$ cat config.mk
export PLATFORM = sky130hd
export DESIGN_NAME = sigstr_cas_if
export DESIGN_NICKNAME = d
export VERILOG_FILES = /design/src/rtl/sigstr_pkg.sv /design/src/rtl/sigstr_frame_timer.sv /design/src/rtl/sigstr_ser.sv /design/src/rtl/sigstr_des.sv /design/src/rtl/sigstr_cas_if.sv
export SDC_FILE = /design/constraint.sdc
export NUM_CORES = 1
export LEC_CHECK = 0
export CAP_MARGIN = 20
export CORE_ASPECT_RATIO = 1.75
export CORE_UTILIZATION = 54
export DETAILED_ROUTE_END_ITERATION = 8
export DONT_BUFFER_PORTS = 1
export PLACE_DENSITY = 0.79
export SLEW_MARGIN = 20
export SYNTH_ARGS = -nofsm -noshare
export SYNTH_HDL_FRONTEND = slang
export SYNTH_HIERARCHICAL = 1
export SYNTH_SLANG_ARGS = --single-unit
$ cat constraint.sdc
create_clock -name clk -period 3 [get_ports clk]
set_clock_uncertainty 0.05 [all_clocks]
set_input_delay 0.75 -clock clk [delete_from_list [all_inputs] [get_ports clk]]
set_output_delay 0.75 -clock clk [all_outputs]
set_load 0.02 [all_outputs]
$ cat src/rtl/sigstr_pkg.sv
package sigstr_pkg;

  typedef struct packed {
    logic hi;
    logic off;
    logic ccs;
  } sig_mode_t;

  // timeslot carries a signalling nibble
  function automatic logic slot_is_cas(input int ts, input int ccs_slot);
    return (ts != 0) && (ts != ccs_slot);
  endfunction

  // channel index of a signalling timeslot, 0 for reserved ones
  function automatic int chan_of_slot(input int ts, input int ccs_slot);
    if (ts == 0 || ts == ccs_slot) return 0;
    return (ts < ccs_slot) ? ts - 1 : ts - 2;
  endfunction

endpackage

$ cat src/rtl/sigstr_frame_timer.sv
module sigstr_frame_timer
  import sigstr_pkg::*;
#(
  parameter int SLOTS = 32,
  parameter int BITS  = 8
) (
  input  logic                           clk,
  input  logic                           rst,
  input  logic                           fp_n,
  input  sig_mode_t                      mode_d,
  output logic [$clog2(SLOTS*BITS)-1:0]  cnt,
  output logic [$clog2(SLOTS*BITS)-1:0]  nxt,
  output logic                           synced,
  output sig_mode_t                      mode_q
);
  localparam int CW = $clog2(SLOTS*BITS);
  localparam logic [CW-1:0] LAST = CW'(SLOTS*BITS-1);

  always_comb begin
    if (!fp_n || cnt == LAST) nxt = '0;
    else                      nxt = cnt + CW'(1);
  end

  always_ff @(posedge clk) begin
    if (rst) begin
      cnt    <= '0;
      synced <= 1'b0;
      mode_q <= '0;
    end else begin
      cnt <= nxt;
      if (!fp_n) synced <= 1'b1;
      if (nxt == '0) mode_q <= mode_d;
    end
  end


  pulse_restart_chk: assert property (@(posedge clk) disable iff (rst)
    !fp_n |=> cnt == '0);

  period_step_chk: assert property (@(posedge clk) disable iff (rst)
    (fp_n && cnt != LAST) |=> cnt == $past(cnt) + CW'(1));

endmodule

$ cat src/rtl/sigstr_ser.sv
module sigstr_ser
  import sigstr_pkg::*;
#(
  parameter int SLOTS    = 32,
  parameter int BITS     = 8,
  parameter int CHANS    = 30,
  parameter int NIB      = 4,
  parameter int CCS_SLOT = 16
) (
  input  logic                           clk,
  input  logic                           rst,
  input  logic [$clog2(SLOTS)-1:0]       ts_cur,
  input  logic [$clog2(SLOTS*BITS)-1:0]  nxt,
  input  logic                           synced,
  input  logic                           hi_sel,
  input  logic                           ccs_on,
  input  logic                           ln_we,
  input  logic [$clog2(CHANS)-1:0]       ln_ch,
  input  logic [NIB-1:0]                 ln_nib,
  input  logic [BITS-1:0]                ccs_byte,
  output logic                           sig_o,
  output logic                           sig_oe
);
  localparam int BW  = $clog2(BITS);
  localparam int CW  = $clog2(SLOTS*BITS);
  localparam int TW  = CW - BW;
  localparam int CHW = $clog2(CHANS);
  localparam int NBW = $clog2(NIB);

  logic [NIB-1:0]  nib_mem [CHANS];
  logic [NIB-1:0]  mem_q, nib_hold, nib_cur;
  logic [BITS-1:0] ccs_hold, byte_cur;
  logic [TW-1:0]   ts_ahead, ts_n;
  logic [BW-1:0]   bit_n;
  logic [CHW-1:0]  ahead_ch;
  logic            oe_n, d_n, upper_n;

  assign ts_ahead = ts_cur + TW'(1);
  assign ahead_ch = CHW'(chan_of_slot(int'(ts_ahead), CCS_SLOT));
  assign ts_n     = nxt[CW-1:BW];
  assign bit_n    = nxt[BW-1:0];
  assign upper_n  = bit_n < BW'(NIB);

  // line-side store, synchronous read one timeslot ahead
  always_ff @(posedge clk) begin
    if (ln_we) nib_mem[ln_ch] <= ln_nib;
  end

  always_ff @(posedge clk) begin
    mem_q <= nib_mem[ahead_ch];
  end

  assign nib_cur  = (bit_n == '0) ? mem_q    : nib_hold;
  assign byte_cur = (bit_n == '0) ? ccs_byte : ccs_hold;

  always_comb begin
    if (!synced)     oe_n = 1'b0;
    else if (ccs_on) oe_n = (ts_n == TW'(CCS_SLOT));
    else             oe_n = slot_is_cas(int'(ts_n), CCS_SLOT) && (upper_n == hi_sel);
    d_n = ccs_on ? byte_cur[~bit_n] : nib_cur[~bit_n[NBW-1:0]];
  end

  always_ff @(posedge clk) begin
    if (rst) begin
      nib_hold <= '0;
      ccs_hold <= '0;
      sig_oe   <= 1'b0;
      sig_o    <= 1'b0;
    end else begin
      if (bit_n == '0) begin
        nib_hold <= mem_q;
        ccs_hold <= ccs_byte;
      end
      sig_oe <= oe_n;
      sig_o  <= oe_n & d_n;
    end
  end


  quiet_when_off_chk: assert property (@(posedge clk) disable iff (rst)
    !sig_oe |-> !sig_o);

endmodule

$ cat src/rtl/sigstr_des.sv
module sigstr_des
  import sigstr_pkg::*;
#(
  parameter int SLOTS    = 32,
  parameter int BITS     = 8,
  parameter int CHANS    = 30,
  parameter int NIB      = 4,
  parameter int CCS_SLOT = 16
) (
  input  logic                           clk,
  input  logic                           rst,
  input  logic [$clog2(SLOTS*BITS)-1:0]  cnt,
  input  logic                           synced,
  input  sig_mode_t                      mode,
  input  logic                           sig_i,
  input  logic [$clog2(CHANS)-1:0]       rd_ch,
  output logic [NIB-1:0]                 rd_nib,
  output logic [BITS-1:0]                ccs_rx
);
  localparam int BW  = $clog2(BITS);
  localparam int CW  = $clog2(SLOTS*BITS);
  localparam int TW  = CW - BW;
  localparam int CHW = $clog2(CHANS);
  localparam int AW  = $clog2(2*CHANS);
  localparam logic [CW-1:0] LAST = CW'(SLOTS*BITS-1);

  logic [NIB-1:0]  buf_mem [2*CHANS];
  logic [BITS-2:0] sh;
  logic [BITS-1:0] byte_now, ccs_stage;
  logic [NIB-1:0]  nib_sel;
  logic [TW-1:0]   ts_c;
  logic [CHW-1:0]  ch_c;
  logic [AW-1:0]   wr_addr, rd_addr;
  logic            bank, last_bit, take, wr_en, commit;

  assign ts_c     = cnt[CW-1:BW];
  assign last_bit = cnt[BW-1:0] == BW'(BITS-1);
  assign byte_now = {sh, sig_i};
  assign nib_sel  = mode.hi ? byte_now[BITS-1 -: NIB] : byte_now[NIB-1:0];
  assign ch_c     = CHW'(chan_of_slot(int'(ts_c), CCS_SLOT));
  assign take     = synced && !mode.off;
  assign wr_en    = take && last_bit && !mode.ccs && slot_is_cas(int'(ts_c), CCS_SLOT);
  assign commit   = take && (cnt == LAST);
  // capture half selected by bank, readers see the other half
  assign wr_addr  = bank ? AW'(CHANS) + AW'(ch_c)  : AW'(ch_c);
  assign rd_addr  = bank ? AW'(rd_ch)              : AW'(CHANS) + AW'(rd_ch);

  always_ff @(posedge clk) begin
    if (wr_en) buf_mem[wr_addr] <= nib_sel;
  end

  always_ff @(posedge clk) begin
    if (rst) begin
      sh        <= '0;
      bank      <= 1'b0;
      ccs_stage <= '0;
      ccs_rx    <= '0;
      rd_nib    <= '0;
    end else begin
      sh     <= byte_now[BITS-2:0];
      rd_nib <= buf_mem[rd_addr];
      if (take && last_bit && mode.ccs && ts_c == TW'(CCS_SLOT))
        ccs_stage <= byte_now;
      if (commit) begin
        if (mode.ccs) ccs_rx <= ccs_stage;
        else          bank   <= ~bank;
      end
    end
  end


  bypass_hold_chk: assert property (@(posedge clk) disable iff (rst)
    (mode.off && cnt == LAST) |=> bank == $past(bank));

  ccs_byte_hold_chk: assert property (@(posedge clk) disable iff (rst)
    !mode.ccs |=> ccs_rx == $past(ccs_rx));

  mid_frame_bank_chk: assert property (@(posedge clk) disable iff (rst)
    (cnt != LAST) |=> bank == $past(bank));

endmodule

$ cat src/rtl/sigstr_cas_if.sv
module sigstr_cas_if
  import sigstr_pkg::*;
#(
  parameter int SLOTS    = 32,
  parameter int BITS     = 8,
  parameter int CHANS    = 30,
  parameter int NIB      = 4,
  parameter int CCS_SLOT = 16
) (
  input  logic                      clk,
  input  logic                      rst,
  input  logic                      fp_n,
  input  logic                      half_sel_hi,
  input  logic                      serial_off,
  input  logic                      ccs_en,
  input  logic                      ln_we,
  input  logic [$clog2(CHANS)-1:0]  ln_ch,
  input  logic [NIB-1:0]            ln_nib,
  input  logic [BITS-1:0]           ccs_tx_byte,
  input  logic                      sig_i,
  output logic                      sig_o,
  output logic                      sig_oe,
  input  logic [$clog2(CHANS)-1:0]  rd_ch,
  output logic [NIB-1:0]            rd_nib,
  output logic [BITS-1:0]           ccs_rx_byte
);
  localparam int BW = $clog2(BITS);
  localparam int CW = $clog2(SLOTS*BITS);
  localparam int TW = CW - BW;

  logic [CW-1:0] cnt, nxt;
  logic          synced;
  sig_mode_t     mode_d, mode_q;

  assign mode_d = '{hi: half_sel_hi, off: serial_off, ccs: ccs_en};

  sigstr_frame_timer #(.SLOTS(SLOTS), .BITS(BITS)) u_timer (
    .clk(clk), .rst(rst), .fp_n(fp_n), .mode_d(mode_d),
    .cnt(cnt), .nxt(nxt), .synced(synced), .mode_q(mode_q)
  );

  sigstr_ser #(.SLOTS(SLOTS), .BITS(BITS), .CHANS(CHANS), .NIB(NIB), .CCS_SLOT(CCS_SLOT)) u_ser (
    .clk(clk), .rst(rst), .ts_cur(cnt[CW-1:BW]), .nxt(nxt), .synced(synced),
    .hi_sel(mode_q.hi), .ccs_on(mode_q.ccs),
    .ln_we(ln_we), .ln_ch(ln_ch), .ln_nib(ln_nib), .ccs_byte(ccs_tx_byte),
    .sig_o(sig_o), .sig_oe(sig_oe)
  );

  sigstr_des #(.SLOTS(SLOTS), .BITS(BITS), .CHANS(CHANS), .NIB(NIB), .CCS_SLOT(CCS_SLOT)) u_des (
    .clk(clk), .rst(rst), .cnt(cnt), .synced(synced), .mode(mode_q),
    .sig_i(sig_i), .rd_ch(rd_ch), .rd_nib(rd_nib), .ccs_rx(ccs_rx_byte)
  );


  no_drive_unsynced_chk: assert property (@(posedge clk) disable iff (rst)
    !synced |-> !sig_oe);

  slot_zero_quiet_chk: assert property (@(posedge clk) disable iff (rst)
    (cnt[CW-1:BW] == '0) |-> !sig_oe);

  low_half_quiet_chk: assert property (@(posedge clk) disable iff (rst)
    (!mode_q.ccs && mode_q.hi && cnt[BW-1:0] >= BW'(NIB)) |-> !sig_oe);

  high_half_quiet_chk: assert property (@(posedge clk) disable iff (rst)
    (!mode_q.ccs && !mode_q.hi && cnt[BW-1:0] < BW'(NIB)) |-> !sig_oe);

  ccs_only_slot_chk: assert property (@(posedge clk) disable iff (rst)
    (mode_q.ccs && cnt[CW-1:BW] != TW'(CCS_SLOT)) |-> !sig_oe);

endmodule

==> After elaboration in Yosys (flattened, before gate mapping) <==
Memories as Yosys holds them, arrays and structs flattened. A register that Yosys moved wholly into a read port is not among the register bits.
Cells that the tools add are included.
Widths: inputs -> output; s select.
{ "totals": {"ramBits": 360, "elab_cells": 89, "n_memories": 2, "input_bits": 30, "reg_bits": 50, "output_inout_bits": 14} }
{ "classes": {"order_cmp": 5, "n_reduce_logical": 24, "bitwise_logic": 5, "n_eq_ne": 9, "n_addsub": 8, "muxes": 23} }
{ "memory_table": {"columns": ["name", "words", "width", "read_ports", "rd_clocked_by_memory_dff", "wr", "line_no", "text"], "rows": [
  ["u_des.buf_mem", 60, 4, 1, 1, 1, "sigstr_des.sv:27", "logic [NIB-1:0] buf_mem [2*CHANS];"],
  ["u_ser.nib_mem", 30, 4, 1, 1, 1, "sigstr_ser.sv:30", "logic [NIB-1:0] nib_mem [CHANS];"]
]} }
{ "op_table": {"columns": ["operator", "n"], "rows": [
  ["$eq 5x5->1 const B", 4],
  ["$mux 5", 4],
  ["$mux 8", 2],
  ["$add 5x5->6 const A", 2],
  ["$mux 6", 2],
  ["$mux 1", 11],
  ["$logic_and 1x1->1", 10],
  ["$logic_not 5->1", 2],
  ["$lt 5x5->1 const B", 2],
  ["$ne 5x5->1 const B", 2],
  ["$reduce_bool 5->1", 2],
  ["$sub 5x1->5 const B", 2],
  ["$sub 5x2->5 const B", 2],
  ["$add 8x1->8 const B", 1],
  ["$eq 8x8->1 const B", 1],
  ["$logic_not 8->1", 1],
  ["$mux 4", 2],
  ["$add 5x1->5 const B", 1],
  ["$lt 3x4->1 const B", 1],
  ["$reduce_and 2->1", 2],
  ["$bmux 1 s3", 1],
  ["$eq 3x3->1 const B", 1],
  ["$logic_not 1->1", 3],
  ["$logic_not 3->1", 1],
  ["other kinds (9)", 12]
]} }

==> Longest topological paths before layout <==
Gate-level depths: netlist (run 1).
{ "depth": {"ltp_word": 9, "ltp_mapped": 13, "ltp_nobuf": 10} }

==> Cells and area by module <==
Netlist (run 1), hierarchy kept.
{ "by_module_without_submodules": {"columns": ["mod", "area_each_um2", "seq_area_each_um2", "n_inst", "cells_per_inst"], "rows": [
  ["sigstr_des", 11212.0, 7767.4, 1, 679],
  ["sigstr_ser", 6423.7, 3963.8, 1, 510],
  ["sigstr_frame_timer", 666.9, 240.2, 1, 79]
]} }

==> Worst setup path after synthesis (run 1) <==
Ideal clock, no wire load.
{ "synth_path": {"path_type": "input-to-reg", "start": "in rd_ch[2]", "end": "reg u_des.rd_nib[3], read port of u_des.buf_mem", "stages": 11, "slack_ns": -0.119, "required_time_ns": 2.815, "setup_time_ns": 0.135, "arrival_ns": 2.934, "n_path_buf": 3, "cell_sequence": "clkbuf_1 > inv_1 > ha_1 > buf_2 > nor2b_1 > nor2_1 > buf_2 > mux4_2 > mux2_2 > o211ai_1 > a311oi_1"} }
{ "synth_between": {"elab_chain_len": 2} }
{ "synth_lines": {"columns": ["element", "line_no", "text"], "rows": [
  ["start, declared", "sigstr_cas_if.sv:23", "input logic [$clog2(CHANS)-1:0] rd_ch,"],
  ["$add 5x5->6", "sigstr_des.sv:46", "assign rd_addr = bank ? AW'(rd_ch) : AW'(CHANS) + AW'(rd_ch);"],
  ["$mux 6 (*)", "sigstr_des.sv:46", null],
  ["end, declared", "sigstr_des.sv:17", "output logic [NIB-1:0] rd_nib,"]
]} }
Every way passes the cells marked *; elsewhere a longest branch is shown, timed or not.
A chain may end at the register's enable or synchronous reset.

==> Final worst setup path (run 1) <==
{ "layout_path": {"start": "reg u_timer.cnt[4]", "end": "reg u_ser.mem_q[0], read port of u_ser.nib_mem"} }
{ "layout_between": {"elab_chain_len": 5, "word_cells_on_any_way": 10, "classes_between": "add/sub: 3; order compare: 1; eq/ne: 1; mux: 3; reduce/logical: 2"} }
{ "layout_lines": {"columns": ["element", "line_no", "text"], "rows": [
  ["start, declared", "sigstr_frame_timer.sv:11", "output logic [$clog2(SLOTS*BITS)-1:0] cnt,"],
  ["start signal, assigned", "sigstr_frame_timer.sv:30", "cnt <= nxt;"],
  ["$add 5x1->5 (*)", "sigstr_ser.sv:38", "assign ts_ahead = ts_cur + TW'(1);"],
  ["branches (longest 3 deep; another with $sub 5x2->5)", null, null],
  ["$mux 5 (*)", "sigstr_pkg.sv:17", "return (ts < ccs_slot) ? ts - 1 : ts - 2;"],
  ["end, declared", "sigstr_ser.sv:31", "logic [NIB-1:0] mem_q, nib_hold, nib_cur;"]
]} }
Mark *: on every way between the ends.

==> results by group, run 1 <==
Layout
  – Area Growth Syn to Fin: 13.3%
  – Ant diodes: 0
  – Filler Cells Inserted: 2363
  – Final Cell Area: 20700 um^2
  – Final Util: 0.626
  – Share of layout cells above drive strength 1: 0.239
  – NumNets Final: 1363

Global route
  – Largest net degree at the start of global routing: 61
  – Gr ovfl total: 0
  – Gr usage total: 0.243
  – Initial antenna violation count: 0
  – Global-route wire length before repair: 62200 um
  – Vias in the first global route: 11200

STA
  – Final Hold Viols: 0
  – Final-report max-slew violation count: 0
  – Slew @ Worst Pin: 0.672 ns
  – Fin crit share: 0.968
  – RSZ-0062 raised after global routing: yes
  – Peak Freq: 0.344 GHz
  – Relative slew slack: 0.552
  – Endpoints failing setup: 0
  – Crit path time final: 2.90 ns

Critical path
  – Slowest cell delay on critical path: 0.43 ns
  – Crit path from: u_timer/cnt[4]
  – Most frequent CP cell: buf_4
  – Slowest cell on the critical path: o31a_4
  – Register-to-Register Path Depth: 10
  – Worst-path fanout max: 18
  – Reg2Reg Setup Slack: 0.1 ns
  – Critical path startpoint category: flip-flop
  – End of the critical path: u_ser/mem_q[0]
  – CP Cell Sequence: buf_4, ha_1, buf_4, and4_1, buf_4, o31a_4, o21ai_0, nor3_1, o21ai_0, and4_1
  – Crit. End Element: flip-flop
  – Worst path required time: 3.44 ns
  – Critical path buffers and inverters: 3
  – WS Path Type: flip-flop to flip-flop
  – Reg2reg start: u_timer/cnt[4]
  – Crit path depth: 10
  – Reg-to-reg endpoint: u_ser/mem_q[0]
  – Crit path DAT: 3.34 ns
  – Cell family with most CP delay: compound AO/OA/AOI/OAI gates

Place
  – Area after DPL: 19200 um^2
  – GP Congestion: 0.943
  – Detailed placement HPWL: 28300 um
  – # port buffers: 0

Floorplanning
  – Rows: 88
  – DIE HEIGHT: 246 um
  – Die area: 34700 um^2
  – Die Wd: 141 um
  – Starting density of the core: 0.552
  – Core ar.: 33100 um^2
  – IO Count: 44

Flow run
  – Maxcap violations: 0

Synth
  – Post-synthesis async set-or-reset flop share: 0
  – Yosys cell types: 95
  – Post-Synth Simple-Gate Area: 0.102
  – Adder-cell share of the synthesized area: 0.00820
  – Compound-Gate Fraction of Synth Area: 0.0792
  – Sequential area share after synthesis: 0.654
  – Synth Area in XOR/XNOR: 0.0124
  – Synth Register Bits: 418
  – Post-synth EDFFs: 360
  – Main combinational cell family by area after synthesis: multiplexers
  – Cells after Synth: 1268
  – Syn avg cell area: 14.4 um^2
  – Main synth FF type: edfxtp_1
  – Post-synthesis mux area share: 0.117
  – Mapped Nets: 1310
  – Cell Area, Synth: 18300 um^2
  – Synth Warn #: 6

CTS
  – Clk slew on worst S/H paths: 0.08 ns
  – H-tree lvl count: 2
  – Max clock buf depth: 3
  – CTS buffer count: 37
  – Root buf cell: clkbuf_16
  – TritonCTS clock tree: built
  – Worst skew pair latency: 0.54 ns
  – Num Clock Sinks: 418

Drt
  – Routed len/inst: 23.0 um
  – DR WL met3: 2320 um
  – Met1 WL: 13300 um
  – Top Metal Used: met4
  – Post-DRT Antenna Nets: 0
  – Vias/cell: 6.06
  – Met2 Wirelength: 23400 um
  – Vias: 10900
  – Drt pass-1 iters: 5
  – Detailed Route WL: 41300 um
  – DRT iter0 DRCs: 751
  – DRC: 0

Worst hold path
  – Worst hold path class: primary input to flip-flop
  – Hold Path Origin: rst

Pwr
  – LEAKAGE: 6.75 nW
  – Pwr Density: 570 nW/um^2
  – Worst VDD drop: 0.000532 V

Run status
  – Outcome: completed
-- flip-flops by register name, indices dropped and copies added, names as in the netlist, 3 cells and up --
| signal | cells |
|---|---|
| u_des/sh | 7 |
| u_ser/nib_mem | 120 |
| u_des/rd_nib | 4 |
| u_des/ccs_rx | 8 |
| u_ser/ccs_hold | 8 |
| u_des/ccs_stage | 8 |
| u_timer/cnt | 8 |
| u_timer/mode_q | 3 |
| u_des/buf_mem | 240 |
| u_ser/nib_hold | 4 |
| u_ser/mem_q | 4 |
-- report_power, final --
part	switching (W)	internal, W	total, W
Combinational	0.000275	0.000212	0.000487
Clock	0.00210	0.00286	0.00496
Sequential	0.0000308	0.00635	0.00638
-- logic make-up after synthesis --
kind of cell | Yosys count
AO/OA/AOI/OAI | 202
XOR/XNOR | 22
adder cells (fa/ha/maj) | 12
buffers and inverters | 94
flip-flops | 418
multiplexers | 139
AND/OR/NAND/NOR | 381
-- Yosys cell counts (18+ instances only) --
library cell | number | area (um^2)
dfxtp_1 | 58 | 1160
nor2b_1 | 19 | 119
buf_2 | 20 | 100
nand3_1 | 20 | 100
nand2_1 | 88 | 330
mux2i_1 | 61 | 611
nor3_1 | 23 | 115
o21ai_0 | 18 | 90.1
mux4_2 | 57 | 1280
clkbuf_1 | 19 | 71.3
mux2_2 | 20 | 225
a21oi_1 | 49 | 245
nor2_1 | 140 | 526
inv_1 | 29 | 109
edfxtp_1 | 360 | 10800
-- placed cells by master (no fill, tap or decap), types with 7 or more instances in the layout --
cell type  netlist  final
edfxtp_1       360    360
nor2_1         140     98
nand2_1         88     85
buf_4           14     68
mux2i_1         61     60
dfxtp_1         58     58
mux4_2          57     57
a21oi_1         49     49
nor2_2           8     42
clkbuf_16        0     38
inv_1           29     28
nor3_1          23     22
mux2_2          20     20
nand3_1         20     20
o21ai_0         18     18
nor2b_1         19     17
a31oi_1         17     17
nand2b_1        15     15
xnor2_1         15     13
and2_1          11     11
ha_1            12     10
a211oi_1        10     10
buf_12           0      9
o21ai_1         10      9
o22ai_1          9      9
nand3b_1         8      8
nor2_4           0      8
and3_1           7      7
-- layer usage --
metal | vias to the layer above | track usage
li1 | 4959 | -
met1 | 5422 | 0.230
met3 | 120 | 0.0413
met4 | 0 | 0.139
met5 | - | 0
met2 | 400 | 0.480
-- worst min-delay path by stage --
stage,to,cells after the start
3_5_place_dp,u_ser/nib_hold[0],2
2_1_floorplan,u_ser/nib_hold[0],2
4_1_cts,u_ser/nib_hold[2],1
3_3_place_gp,u_ser/nib_hold[2],2
5_1_grt,u_ser/nib_hold[2],1
6_report,u_ser/ccs_hold[3],1
-- repair_timing --
action	in CTS	in global routing
buffers inserted	0	3
gates cloned	0	0
resized for setup	18	59
setup endpoints to repair	104	237
hold buffers	0	0
pin swaps	0	0
-- area by class of cell --
cell class / count / area [um^2] / share of cell area
Clock buffer: 47 / 1010 / 0.0489
Inverter: 30 / 113 / 0.00543
Clock inverter: 20 / 262 / 0.0126
Tap cell: 450 / 563 / 0.0271
Multi-Input combinational cell: 756 / 6110 / 0.295
Sequential cell: 418 / 12000 / 0.577
Timing Repair Buffer: 78 / 702 / 0.0338
-- stage by stage --
stage                     setup TNS (ns)  total power, W  hold WS (ns)  std cells  setup slack (ns)
after floorplan                 -0.00658         0.00685         0.367       1268          -0.00658
after global placement                 0         0.00697         0.368       1729            0.0783
after detailed placement           -1.16         0.00699         0.373       1729           -0.0576
after CTS                         -0.953          0.0119         0.214       1796           -0.0414
after global routing             -0.0745          0.0122         0.217       1799           -0.0368
final                                  0          0.0118         0.249       1799            0.0966
Note: power is estimated with default switching activity, not from simulation.
==> run 2, diff against run 1 <==
--- a/config.mk
+++ b/config.mk
@@ -7,10 +7,10 @@
 export LEC_CHECK = 0
 export CAP_MARGIN = 20
 export CORE_ASPECT_RATIO = 1.75
-export CORE_UTILIZATION = 54
+export CORE_UTILIZATION = 45
 export DETAILED_ROUTE_END_ITERATION = 8
 export DONT_BUFFER_PORTS = 1
-export PLACE_DENSITY = 0.79
+export PLACE_DENSITY = 0.67
 export SLEW_MARGIN = 20
 export SYNTH_ARGS = -nofsm -noshare
 export SYNTH_HDL_FRONTEND = slang
==> constraint.sdc (replaced) <==
create_clock -name clk -period 3.4 [get_ports clk]
set_clock_uncertainty 0.05 [all_clocks]
set_input_delay 0.85 -clock clk [delete_from_list [all_inputs] [get_ports clk]]
set_output_delay 0.85 -clock clk [all_outputs]
set_load 0.02 [all_outputs]
==> run 2 against run 1 <==
Against the previous run:
- combinational power fell by 13%
- sequential power is 12% lower
- largest cell class unchanged
- critical path type unchanged
- maximum frequency fell by 8.2%
- clock-buffer cell count is 3 lower
==> results by group, run 2 (same netlist as run 1, synthesis figures left out) <==
Pwr
  – Pwr Density: 512 nW/um^2
  – Gate power share: 0.041
  – Psw: 0.00211 W
  – Switching Fraction: 0.204
  – Clock power frac: 0.415
  – Worst VDD drop: 0.000416 V
  – LEAKAGE: 6.58 nW
  – Sequential share of power: 0.544
  – Power Internal: 0.00824 W

Drt
  – Post-DRT Antenna Nets: 0
  – Vias/cell: 5.81
  – DRC: 0
  – DRT iter0 DRCs: 784
  – Routed len/inst: 23.4 um
  – Vias: 10500
  – Detailed Route WL: 42400 um
  – Drt pass-1 iters: 5

STA
  – Endpoints failing setup: 0
  – Slew @ Worst Pin: 0.965 ns
  – WHS: 0.337 ns
  – Final-report max-slew violation count: 0
  – Crit path time final: 3.16 ns
  – Relative slew slack: 0.354
  – RSZ-0062 raised after global routing: no
  – Peak Freq: 0.316 GHz
  – Final Hold Viols: 0
  – Setup TNS: 0 ns
  – Fin crit share: 0.930

CTS
  – Max clock buf depth: 3
  – Worst skew pair latency: 0.54 ns
  – Hold_buf cts: 0
  – H-tree lvl count: 2
  – PostCTS Resize Cnt: 0
  – Root buf cell: clkbuf_16
  – Num Clock Sinks: 418
  – Post-CTS Setup Inserts: 0
  – TritonCTS clock tree: built
  – CTS buffer count: 38
  – Clk slew on worst S/H paths: 0.06 ns

Place
  – GP Congestion: 0.935
  – Dpl cells: 1747
  – # port buffers: 0
  – Detailed placement HPWL: 30000 um

Worst hold path
  – Worst hold path class: primary input to flip-flop

Layout
  – NumNets Final: 1334
  – Commonest non-fill, non-tap cell in the layout: edfxtp_1
  – Non-Filler Instances: 1815
  – Area Growth Syn to Fin: 10.4%
  – Max reg flops: 240
  – Share of layout cells above drive strength 1: 0.173
  – Commonest non-fill, non-tap cells in the layout: 360 x edfxtp_1, 139 x nor2_1, 88 x nand2_1, 61 x mux2i_1, 58 x dfxtp_1
  – Ant diodes: 0
  – Top Registers: u_des/buf_mem: 240 flops, u_ser/nib_mem: 120 flops
  – Largest Register: u_des/buf_mem

Global route
  – Initial antenna violation count: 1
  – Global-route wire length before repair: 64000 um
  – Largest net degree at the start of global routing: 61
  – Gr usage total: 0.208
  – Gr ovfl total: 0
  – Vias in the first global route: 10900

Floorplanning
  – DIE HEIGHT: 269 um
  – Core ar.: 40100 um^2
  – Die Wd: 154 um
  – Rows: 97
  – Starting density of the core: 0.457
  – Die area: 41500 um^2
  – IO Count: 44

Critical path
  – Critical path startpoint category: flip-flop
  – Worst-path fanout max: 8
  – Crit. End Element: flip-flop
  – Reg2Reg Setup Slack: 0.24 ns
  – Crit path DAT: 3.34 ns
  – WS Path Type: flip-flop to flip-flop
  – Worst path required time: 3.58 ns

Run status
  – Outcome: completed

Flow run
  – Maxcap violations: 0
==> run 2: worst max-delay path, stage by stage, from the launching register on <==
cell	delay (ns)
dfxtp_1	0.31
inv_1	0.13
ha_1	0.22
or3b_4	0.42
nand2_4	0.10
nand2_2	0.07
o31a_2	0.40
or4b_1	0.82
nor2_2	0.32
==> run 2: cell type report <==
class	count	area [um^2]
fill	3390	19800
sequential	418	12000
multi-input combinational	756	5840
clock buffer	44	973
tap	495	619
timing repair buffer	48	423
clock inverter	24	275
inverter	30	113
==> run 2: through the flow <==
stage	util	setup WS [ns]	instance area (um^2)	total power [W]
final	0.505	0.237	20200	0.0103
after global routing	0.505	0.0231	20200	0.0106
after CTS	0.505	0.234	20200	0.0104
after detailed placement	0.473	0.239	19000	0.00616
after global placement	0.473	0.287	19000	0.00615
after floorplan	-	0.181	18300	0.00604
==> run 2: path summary, 6_finish.rpt <==
path | startpoint | to | cells after the start
worst max-delay path | u_timer/cnt[4] | u_des/buf_mem[54][1] | 8
worst min-delay path | rst | u_ser/ccs_hold[0] | 1
worst max register to register | u_timer/cnt[4] | u_des/buf_mem[54][1] | 8
worst min register to register | u_ser/ccs_hold[6] | u_ser/ccs_hold[6] | 2
==> run 2: power by group through the flow <==
stage	logic (W)	clock network (W)	registers, W
5_1_grt	0.000452	0.00455	0.00563
3_5_place_dp	0.000423	0	0.00574
3_3_place_gp	0.000417	0	0.00574
2_1_floorplan	0.000308	0	0.00573
4_1_cts	0.000426	0.00438	0.00563
6_report	0.000423	0.00430	0.00563
==> run 2: metal layers <==
metal,vias to the layer above,wire length (um),track usage
li1,4891,-,-
met1,5257,13900,0.203
met2,299,24800,0.425
met3,97,2020,0.0293
met4,2,1670,0.0904
met5,-,17,0
